===== src/rtl/adc_serial_reader_pkg.sv =====
package adc_serial_reader_pkg;
   typedef enum logic [2:0] {
      ST_IDLE, ST_PULSE, ST_WAIT_HI, ST_WAIT_LO, ST_FRAME
   } rd_state_t;

   localparam int unsigned SETUP_W     = 32;
   localparam int unsigned EXTCLK_BIT  = 11;
   localparam int unsigned SEQ_BIT     = 23;

   // sequential mode is only legal together with the external clock bit
   function automatic logic [SETUP_W-1:0] legal_setup(input logic [SETUP_W-1:0] w);
      logic [SETUP_W-1:0] r;
      r = w;
      if (!w[EXTCLK_BIT]) r[SEQ_BIT] = 1'b0;
      return r;
   endfunction
endpackage


===== src/rtl/adcrd_settle.sv =====
module adcrd_settle #(
   parameter int unsigned SETTLE_CYC = 1000
) (
   input  logic clk,
   input  logic rst_n,
   input  logic sleep,
   output logic ready
);
   localparam int unsigned CW = $clog2(SETTLE_CYC + 2);

   logic          sleep_q;
   logic [CW-1:0] cnt_q;

   always_ff @(posedge clk or negedge rst_n) begin
      if (!rst_n) begin
         sleep_q <= 1'b0;
         cnt_q   <= '0;
      end else begin
         sleep_q <= sleep;
         if (sleep_q && !sleep)  cnt_q <= CW'(SETTLE_CYC);
         else if (cnt_q != '0)   cnt_q <= cnt_q - 1'b1;
      end
   end

   assign ready = !sleep && !sleep_q && (cnt_q == '0);
endmodule


===== src/rtl/adcrd_frame.sv =====
module adcrd_frame #(
   parameter int unsigned WORD_W = 16,
   parameter int unsigned N_CH   = 6,
   parameter int unsigned DIV    = 2
) (
   input  logic                         clk,
   input  logic                         rst_n,
   input  logic                         start,
   input  logic                         two_lane,
   input  logic [31:0]                  setup,
   input  logic                         sdo_a,
   input  logic                         sdo_b,
   output logic                         fs,
   output logic                         sclk,
   output logic                         sdi,
   output logic                         done,
   output logic [N_CH*WORD_W-1:0]       lane_a,
   output logic [N_CH*WORD_W/2-1:0]     lane_b
);
   localparam int unsigned LONG  = N_CH * WORD_W;
   localparam int unsigned SHORT = LONG / 2;
   localparam int unsigned BCW   = $clog2(LONG + 1);
   localparam int unsigned DCW   = (DIV > 1) ? $clog2(DIV) : 1;

   logic            active_q, fs_q, sclk_q, sdi_q, done_q;
   logic [DCW-1:0]  div_q;
   logic [BCW-1:0]  bit_q;
   logic [31:0]     setup_q;
   logic [LONG-1:0] sh_a_q;
   logic [SHORT-1:0] sh_b_q;
   logic [BCW-1:0]  nbits;

   assign nbits = two_lane ? BCW'(SHORT) : BCW'(LONG);

   always_ff @(posedge clk or negedge rst_n) begin
      if (!rst_n) begin
         active_q <= 1'b0;
         fs_q     <= 1'b1;
         sclk_q   <= 1'b1;
         sdi_q    <= 1'b0;
         done_q   <= 1'b0;
         div_q    <= '0;
         bit_q    <= '0;
         setup_q  <= '0;
         sh_a_q   <= '0;
         sh_b_q   <= '0;
      end else begin
         done_q <= 1'b0;
         if (!active_q) begin
            if (start) begin
               active_q <= 1'b1;
               fs_q     <= 1'b0;
               sclk_q   <= 1'b1;
               sdi_q    <= setup[31];
               setup_q  <= {setup[30:0], 1'b0};
               div_q    <= DCW'(DIV - 1);
               bit_q    <= '0;
            end
         end else if (div_q != '0) begin
            div_q <= div_q - 1'b1;
         end else begin
            div_q <= DCW'(DIV - 1);
            if (sclk_q) begin
               sclk_q <= 1'b0;
               sh_a_q <= {sh_a_q[LONG-2:0], sdo_a};
               sh_b_q <= {sh_b_q[SHORT-2:0], sdo_b};
               bit_q  <= bit_q + 1'b1;
            end else begin
               sclk_q <= 1'b1;
               if (bit_q == nbits) begin
                  active_q <= 1'b0;
                  fs_q     <= 1'b1;
                  sdi_q    <= 1'b0;
                  done_q   <= 1'b1;
               end else begin
                  sdi_q   <= setup_q[31];
                  setup_q <= {setup_q[30:0], 1'b0};
               end
            end
         end
      end
   end

   assign fs     = fs_q;
   assign sclk   = sclk_q;
   assign sdi    = sdi_q;
   assign done   = done_q;
   assign lane_a = sh_a_q;
   assign lane_b = sh_b_q;
endmodule


===== src/rtl/adcrd_unpack.sv =====
module adcrd_unpack #(
   parameter int unsigned WORD_W = 16,
   parameter int unsigned N_CH   = 6
) (
   input  logic                      two_lane,
   input  logic [N_CH*WORD_W-1:0]    lane_a,
   input  logic [N_CH*WORD_W/2-1:0]  lane_b,
   output logic [N_CH*WORD_W-1:0]    words
);
   localparam int unsigned LONG  = N_CH * WORD_W;
   localparam int unsigned SHORT = LONG / 2;

   if (N_CH != 6) begin : g_bad_nch
      $error("adcrd_unpack supports exactly six channels");
   end

   for (genvar k = 0; k < N_CH; k++) begin : g_ch
      // dual-lane placement: A0 A1 C0 on lane a, B0 B1 C1 on lane b
      localparam bit          ON_B = (k == 2) || (k == 3) || (k == 5);
      localparam int unsigned SLOT = (k < 2) ? k : ((k < 4) ? k - 2 : 2);
      logic [WORD_W-1:0] dual_w;
      if (ON_B) begin : g_b
         assign dual_w = lane_b[SHORT-1-SLOT*WORD_W -: WORD_W];
      end else begin : g_a
         assign dual_w = lane_a[SHORT-1-SLOT*WORD_W -: WORD_W];
      end
      assign words[k*WORD_W +: WORD_W] =
         two_lane ? dual_w : lane_a[LONG-1-k*WORD_W -: WORD_W];
   end
endmodule


===== src/rtl/adc_serial_reader.sv =====
module adc_serial_reader
   import adc_serial_reader_pkg::*;
#(
   parameter int unsigned WORD_W     = 16,
   parameter int unsigned N_CH       = 6,
   parameter int unsigned DIV        = 2,
   parameter int unsigned PULSE_CYC  = 3,
   parameter int unsigned SETTLE_CYC = 1000
) (
   input  logic                    clk,
   input  logic                    rst_n,
   input  logic                    start_req,
   input  logic                    two_lane,
   input  logic [31:0]             cfg_word,
   input  logic                    sleep,
   output logic [2:0]              adc_convst,
   input  logic                    adc_busy,
   output logic                    adc_stby_n,
   output logic                    adc_fs,
   output logic                    adc_sclk,
   output logic                    adc_sdi,
   input  logic                    adc_sdo_a,
   input  logic                    adc_sdo_b,
   output logic [N_CH*WORD_W-1:0]  result,
   output logic                    result_valid,
   output logic                    overrun
);
   localparam int unsigned PCW = (PULSE_CYC > 1) ? $clog2(PULSE_CYC) : 1;

   if (DIV < 1) begin : g_bad_div
      $error("DIV must be at least 1");
   end
   if (PULSE_CYC < 1) begin : g_bad_pulse
      $error("PULSE_CYC must be at least 1");
   end
   if (WORD_W < 2) begin : g_bad_word
      $error("WORD_W must be at least 2");
   end

   rd_state_t                st_q;
   logic [PCW-1:0]           pcnt_q;
   logic                     conv_q, pend_q, lane_q, ovr_q, valid_q;
   logic [N_CH*WORD_W-1:0]   res_q;
   logic                     ready, frame_start, frame_done;
   logic [N_CH*WORD_W-1:0]   lane_a, words;
   logic [N_CH*WORD_W/2-1:0] lane_b;

   adcrd_settle #(.SETTLE_CYC(SETTLE_CYC)) u_settle (
      .clk(clk), .rst_n(rst_n), .sleep(sleep), .ready(ready)
   );

   assign frame_start = (st_q == ST_WAIT_LO) && !adc_busy;

   adcrd_frame #(.WORD_W(WORD_W), .N_CH(N_CH), .DIV(DIV)) u_frame (
      .clk(clk), .rst_n(rst_n), .start(frame_start), .two_lane(lane_q),
      .setup(legal_setup(cfg_word)), .sdo_a(adc_sdo_a), .sdo_b(adc_sdo_b),
      .fs(adc_fs), .sclk(adc_sclk), .sdi(adc_sdi), .done(frame_done),
      .lane_a(lane_a), .lane_b(lane_b)
   );

   adcrd_unpack #(.WORD_W(WORD_W), .N_CH(N_CH)) u_unpack (
      .two_lane(lane_q), .lane_a(lane_a), .lane_b(lane_b), .words(words)
   );

   always_ff @(posedge clk or negedge rst_n) begin
      if (!rst_n) begin
         st_q    <= ST_IDLE;
         pcnt_q  <= '0;
         conv_q  <= 1'b0;
         pend_q  <= 1'b0;
         lane_q  <= 1'b0;
         ovr_q   <= 1'b0;
         valid_q <= 1'b0;
         res_q   <= '0;
      end else begin
         valid_q <= frame_done;
         if (frame_done) res_q <= words;
         if (start_req && st_q != ST_IDLE) ovr_q <= 1'b1;
         unique case (st_q)
            ST_IDLE: begin
               if ((start_req || pend_q) && ready) begin
                  st_q   <= ST_PULSE;
                  pend_q <= 1'b0;
                  conv_q <= 1'b1;
                  pcnt_q <= PCW'(PULSE_CYC - 1);
                  lane_q <= two_lane;
               end else if (start_req) begin
                  pend_q <= 1'b1;
               end
            end
            ST_PULSE: begin
               if (pcnt_q == '0) begin
                  conv_q <= 1'b0;
                  st_q   <= ST_WAIT_HI;
               end else begin
                  pcnt_q <= pcnt_q - 1'b1;
               end
            end
            ST_WAIT_HI: if (adc_busy) st_q <= ST_WAIT_LO;
            ST_WAIT_LO: if (!adc_busy) st_q <= ST_FRAME;
            ST_FRAME:   if (frame_done) st_q <= ST_IDLE;
            default:    st_q <= ST_IDLE;
         endcase
      end
   end

   assign adc_convst   = {3{conv_q}};
   assign adc_stby_n   = !sleep;
   assign result       = res_q;
   assign result_valid = valid_q;
   assign overrun      = ovr_q;
endmodule


===== config.mk =====
export PLATFORM = sky130hd
export DESIGN_NAME = adc_serial_reader
export DESIGN_NICKNAME = d
export VERILOG_FILES = /design/src/rtl/adc_serial_reader_pkg.sv /design/src/rtl/adcrd_settle.sv /design/src/rtl/adcrd_frame.sv /design/src/rtl/adcrd_unpack.sv /design/src/rtl/adc_serial_reader.sv
export SDC_FILE = /design/constraint.sdc
export NUM_CORES = 1
export LEC_CHECK = 0
export BUFFER_PORTS_ARGS = -buffer_cell sky130_fd_sc_hd__buf_2
export CAP_MARGIN = 20
export CORE_ASPECT_RATIO = 1.25
export CORE_MARGIN = 2
export CORE_UTILIZATION = 56
export CTS_BUF_LIST = sky130_fd_sc_hd__clkbuf_4 sky130_fd_sc_hd__clkbuf_8 sky130_fd_sc_hd__clkbuf_16
export CTS_CLUSTER_SIZE = 10
export DETAILED_ROUTE_END_ITERATION = 7
export PLACE_DENSITY_LB_ADDON = 0.08
export SYNTH_ARGS = -nofsm -noshare
export SYNTH_HDL_FRONTEND = slang
export SYNTH_HIERARCHICAL = 1
export SYNTH_SLANG_ARGS = --single-unit

===== constraint.sdc =====
create_clock -name clk -period 2.82 [get_ports clk]
set_input_delay 0.423 -clock clk [delete_from_list [all_inputs] [get_ports clk]]
set_output_delay 0.423 -clock clk [all_outputs]
set_load 0.01 [all_outputs]

## Word-level counts from Yosys, hierarchy flattened

Cells that the tools add are included.

- Bits in latches: 0
- Bits in read-only memories: 0
- Memories: 0
- Memory bits (writable): 0
- Bits in registers: 306

- Add/subtract/negate cells: 4
- Multiply operators: 0
- Bitwise operators: 1
- Div/mod/pow operators: 0
- Multiplexer cells: 58
- Shift operators: 0
- Magnitude comparators: 0
- Reductions and logical operators: 30
- Equality and inequality tests: 16

Operator list:

| cell | number |
|---|---|
| 32-bit 2-to-1 mux | 5 |
| 16-bit 2-to-1 mux | 6 |
| 7-bit 2-to-1 mux | 5 |
| 1-bit 2-to-1 mux | 30 |
| 10-bit 2-to-1 mux | 2 |
| 2-bit != test (second input constant) | 10 |
| 3-bit 2-to-1 mux | 5 |
| 3-bit one-hot mux with 5 select lines | 1 |
| 3-bit AND reduction | 5 |
| 10-bit logical NOT | 1 |
| 10-bit nonzero test | 1 |
| 10-bit by 1-bit subtractor with 10-bit output (second input constant) | 1 |
| 4-bit AND reduction | 2 |
| 2-bit nonzero test | 4 |
| 7-bit by 1-bit adder with 7-bit output (second input constant) | 1 |
| 7-bit equality test | 1 |
| 3-bit by 2-bit equality test with 1-bit output (second input constant) | 2 |
| 1-bit logical AND | 6 |
| 2-bit AND reduction | 3 |
| 5-bit AND reduction | 1 |
| 2-bit 2-to-1 mux | 2 |
| 2-bit one-hot mux with 2 select lines | 1 |
| 3-bit by 1-bit equality test with 1-bit output (second input constant) | 1 |
| 3-bit equality test (second input constant) | 1 |
| 10 further kinds | 12 |

## Longest topological paths before layout

- Depth after elaboration: 6
- Depth in mapped cells: 9
- Depth with buffers taken out: 8

## By module

The synthesis kept the hierarchy.

Modules (own cells, without submodules):

| module | times used | cells an instance | area each (um2) | seq. area each (um2) |
|---|---|---|---|---|
| adcrd_frame | 1 | 775 | 7,723.7 | 4,707.0 |
| adc_serial_reader | 1 | 254 | 4,085.2 | 2,652.5 |
| adcrd_unpack | 1 | 107 | 1,362.6 | 0.0 |
| adcrd_settle | 1 | 65 | 636.9 | 275.3 |

## Least setup slack after synthesis

No wires, ideal clock.

- Path type: register to register
- From: reg st_q[2]
- To: reg u_frame.setup_q[10]
- Arrival time: 1.998 ns
- Setup slack: 0.697 ns
- Setup time: 0.125 ns
- Stages on the path, launching flop included: 7
- Path through: dfrtp_1 > buf_6 > nor4bb_1 > nor2b_1 > a21o_4 > buf_12 > mux2_4

- Cells in the longest elaborated chain, start to end: 4

Ends and longest elaborated chain:

| item | line | text |
|---|---|---|
| from (decl) | adc_serial_reader.sv:40 | `rd_state_t st_q;` |
| from (signal assigned) | adc_serial_reader.sv:67 | `st_q <= ST_IDLE;` |
| from (signal assigned) | adc_serial_reader.sv:82 | `st_q <= ST_PULSE;` |
| from (signal assigned) | adc_serial_reader.sv:94 | `st_q <= ST_WAIT_HI;` |
| 3-bit by 2-bit equality test with 1-bit output | adc_serial_reader.sv:52 | `assign frame_start = (st_q == ST_WAIT_LO) && !adc_busy;` |
| 1-bit logical AND | adc_serial_reader.sv:52 |  |
| named net frame_start | adc_serial_reader.sv:44 | `logic ready, frame_start, frame_done;` |
| 2-bit nonzero test (no source line) | - |  |
| 4-bit AND reduction (no source line) | - |  |
| to (signal assigned) | adcrd_frame.sv:55 | `setup_q <= {setup[30:0], 1'b0};` |
| to (signal assigned) | adcrd_frame.sv:77 | `setup_q <= {setup_q[30:0], 1'b0};` |
| to (decl) | adcrd_frame.sv:28 | `logic [31:0] setup_q;` |

The timed path passes the listed nets, and every way through them passes these cells.
A chain may end at the register's enable or synchronous reset.

## Worst setup path in the final report

- From: reg u_settle.cnt_q[0]
- To: reg lane_q

- Cells in the longest elaborated chain, start to end: 4

Ends and longest elaborated chain:

| item | line | text |
|---|---|---|
| from (decl) | adcrd_settle.sv:12 | `logic [CW-1:0] cnt_q;` |
| from (signal assigned) | adcrd_settle.sv:20 | `if (sleep_q && !sleep) cnt_q <= CW'(SETTLE_CYC);` |
| from (signal assigned) | adcrd_settle.sv:21 | `else if (cnt_q != '0) cnt_q <= cnt_q - 1'b1;` |
| 10-bit logical NOT | adcrd_settle.sv:25 | `assign ready = !sleep && !sleep_q && (cnt_q == '0);` |
| 1-bit logical AND | adcrd_settle.sv:25 |  |
| named net ready | adc_serial_reader.sv:44 |  |
| 1-bit logical AND | adc_serial_reader.sv:81 | `if ((start_req \|\| pend_q) && ready) begin` |
| 2-bit AND reduction (no source line) | - |  |
| to (signal assigned) | adc_serial_reader.sv:86 | `lane_q <= two_lane;` |
| to (decl) | adc_serial_reader.sv:42 | `logic conv_q, pend_q, lane_q, ovr_q, valid_q;` |

The timed path passes the listed nets, and every way through them passes these cells.

==> results.ini <==
[critical_path]
rrSetupSlack_ps=570
path_cells=inv_1 -> ha_1 -> nor2b_1 -> nand3_1 -> nor3_1 -> o21a_1 -> nand2_1 -> mux2_4
endpoint_kind=register
crit_family=simple AND/OR/NAND/NOR gates
max_stage_delay_ps=440
r2r_end=lane_q
cp.buffers_inverters=1
regToRegStartpoint=u_settle/cnt_q[0]
path_max_fanout=8
crit_type=register to register
critical_path_arrival_ps=2640
critical_path_required_ps=3210
critPathLaunchType=register
cpMaxStageDelayCell=nor2b_1
reg2reg_depth=8

[clock_network]
cts_tree=built
post_cts_buffers=0
cts.sinks=305
root_buffer=clkbuf_16
cts_max_level=2
clock_latency_ps=500
cts.clk_slew.worst_paths_ps=50
clock_path_buffers=3
cts_made_buffers=36

[sta]
skew_ps=21.9
min_period_ps=2250
min_period_over_period=0.799
rsz0062_at_grt=false
hold_viol_final=0
timing.slew.headroom=0.556
fmax_ghz=0.444
tightest_slew_ps=657
final-setup-viol-count=0
finalSetupTns_ps=0
drv_slew=0

[status]
outcome=completed

[logic_synthesis]
synth_cells=1201
syn_nets=1245
ys_types=63
synth_edf_count=0
async_flop_share=1.00
yosysWarnings=6
synth_ff_type=dfrtp_1
synth_area_per_cell_um2=11.5
netlist_area_um2=13800
yosysSeqAreaShare=0.553
ys_ff_latch=305

[layout]
finalNetCount=1370
diodes=0
area_growth_syn_to_layout_pct=13.8
drive_gt1_frac=0.287
finalNonFillerCells=1671
final_area_um2=15700

[power_and_ir_drop]
ir_worst_vdd_v=0.000831
intPower_w=0.00879
seqPwrFrac=0.440
p_switching_w=0.00367
pwr-share-comb=0.225
power_density_nw_per_um2=793
p_leak_nw=8.54
clockPowerShare=0.335
p_sw_frac=0.295

[floorplan]
ios=145
start_util=0.567
core_area_um2=24300
dieArea_um2=25900
fp.dieW_um=144
die_h_um=180
row_count=64

[drt]
wirelength_um=26700
firstDrtPassIters=5
vias=8733
route.detailed.drc=0
wl_per_cell_um=15.9
via_per_inst=5.23
initialDrtViolationCount=376
antenna_left=0

[placed_design]
dp.cells=1617
numPortBuffers=144
post-dp-hpwl_um=16700
gp_congestion=0.799
placed_area_um2=14700

[flow_run]
max_cap_viol_count=0

[global_routing]
grt_pass1_wl_um=45500
antenna_found_initial=0
grt_max_degree=147
grt_usage=0.214
overflow=0
grt_pass1_vias=8931

[min_path]
hold_depth=1
min_path_type=primary input to register
min_to=u_settle/sleep_q
hp-start=sleep

[layer usage]
metal  track usage  share of wire
met5             0              0
met4        0.0594          0.023
met3        0.0434          0.046
met2         0.347           0.49
met1         0.295           0.44
[power by group through the flow]
stage,Clock (W),Sequential [W],Combinational (W)
6_report,0.00418,0.00548,0.00281
5_1_grt,0.00451,0.00557,0.00313
4_1_cts,0.00429,0.00548,0.00285
3_5_place_dp,0,0.00554,0.00285
3_3_place_gp,0,0.00553,0.00277
2_1_floorplan,0,0.00534,0.00246
[state kept, by name, indices dropped and copies added, names as in the netlist, 2 cells and up]
register,flops
u_frame/lane_b,48
result,96
u_frame/bit_q,7
st_q,3
u_settle/cnt_q,10
u_frame/lane_a,96
u_frame/setup_q,31
pcnt_q,2
[through the flow]
| stage | hold slack, ps | total power (W) | worst slack, ps | util |
|---|---|---|---|---|
| after global routing | 79.2 | 0.0132 | 374 | 0.645 |
| after global placement | 380 | 0.00830 | 625 | 0.602 |
| after CTS | 50.4 | 0.0126 | 580 | 0.645 |
| final | 77.2 | 0.0125 | 566 | 0.645 |
| after detailed placement | 380 | 0.00838 | 592 | 0.602 |
| after floorplan | 127 | 0.00781 | 697 | - |
[placed cells by master (no fill, tap or decap), types with 4 or more instances in the layout]
| cell | n |
|---|---|
| nand2_1 | 436 |
| dfrtp_1 | 301 |
| buf_2 | 143 |
| mux2_1 | 96 |
| mux2_2 | 86 |
| mux2_4 | 71 |
| clkbuf_16 | 37 |
| clkbuf_4 | 16 |
| nor2_1 | 14 |
| a21oi_1 | 11 |
| inv_1 | 10 |
| o21ai_0 | 9 |
| buf_4 | 8 |
| buf_12 | 8 |
| nor3_1 | 7 |
| xor2_1 | 6 |
| or3_1 | 4 |
| ha_1 | 4 |
| nand2b_1 | 4 |
| nand3_1 | 4 |
[area by class of cell]
class / count / area (um2)
Multi-Input combinational cell: 811 / 5600
Fill cell: 1966 / 8640
Sequential cell: 305 / 7640
Clock buffer: 53 / 1050
Tap cell: 330 / 413
Timing Repair Buffer: 161 / 961
Inverter: 11 / 41.3
[worst max path at each step]
stage | slack, ps | end | from | cells past startpoint
6_report | 570 | lane_q | u_settle/cnt_q[0] | 8
3_3_place_gp | 630 | lane_q | u_settle/cnt_q[0] | 8
2_1_floorplan | 700 | u_frame/setup_q[10] | st_q[2] | 6
3_5_place_dp | 590 | lane_q | u_settle/cnt_q[0] | 8
4_1_cts | 580 | lane_q | u_settle/cnt_q[0] | 8
5_1_grt | 370 | lane_q | u_settle/cnt_q[0] | 8
[timing repair]
action	CTS	global route
endpoints found under the setup margin	0	0
endpoints found under the hold margin	49	0
gates resized for setup	0	0
hold buffers	1	0
[synth_stat cells, types with 3 or more instances]
| master | instances | area, um2 |
|---|---|---|
| buf_12 | 7 | 140 |
| buf_6 | 8 | 90.1 |
| dfrtp_1 | 303 | 7580 |
| buf_2 | 46 | 230 |
| mux2_2 | 86 | 968 |
| or3_1 | 4 | 25.0 |
| nand2_1 | 436 | 1640 |
| nor4_1 | 3 | 18.8 |
| mux2i_1 | 3 | 30.0 |
| mux2_1 | 96 | 1080 |
| a21oi_1 | 11 | 55.1 |
| buf_4 | 3 | 22.5 |
| inv_1 | 10 | 37.5 |
| nor2_1 | 14 | 52.6 |
| clkbuf_1 | 7 | 26.3 |
| nor4b_1 | 3 | 26.3 |
| o21ai_0 | 9 | 45.0 |
| nand2b_1 | 4 | 25.0 |
| ha_1 | 4 | 50.1 |
| nand3_1 | 4 | 20.0 |
| mux2_4 | 71 | 1070 |
| nor2b_1 | 3 | 18.8 |
| xor2_1 | 6 | 52.6 |
| nor3_1 | 7 | 35.0 |
[cells by family (layout without fill, tap and decap cells)]
group                      count (synthesis)  count (layout)  share of synthesized area
DFF                                      305             305                      0.553
muxes                                    256             256                      0.228
and+or+nand+nor                          500             500                      0.148
buffers and inverters                     85             225                     0.0415
adders and majority gates                  4               4                    0.00362
AOI/OAI and AO/OA                         45              45                     0.0224
xor gates and xnor gates                   6               6                    0.00381
Note: power is estimated with default switching activity, not from simulation.
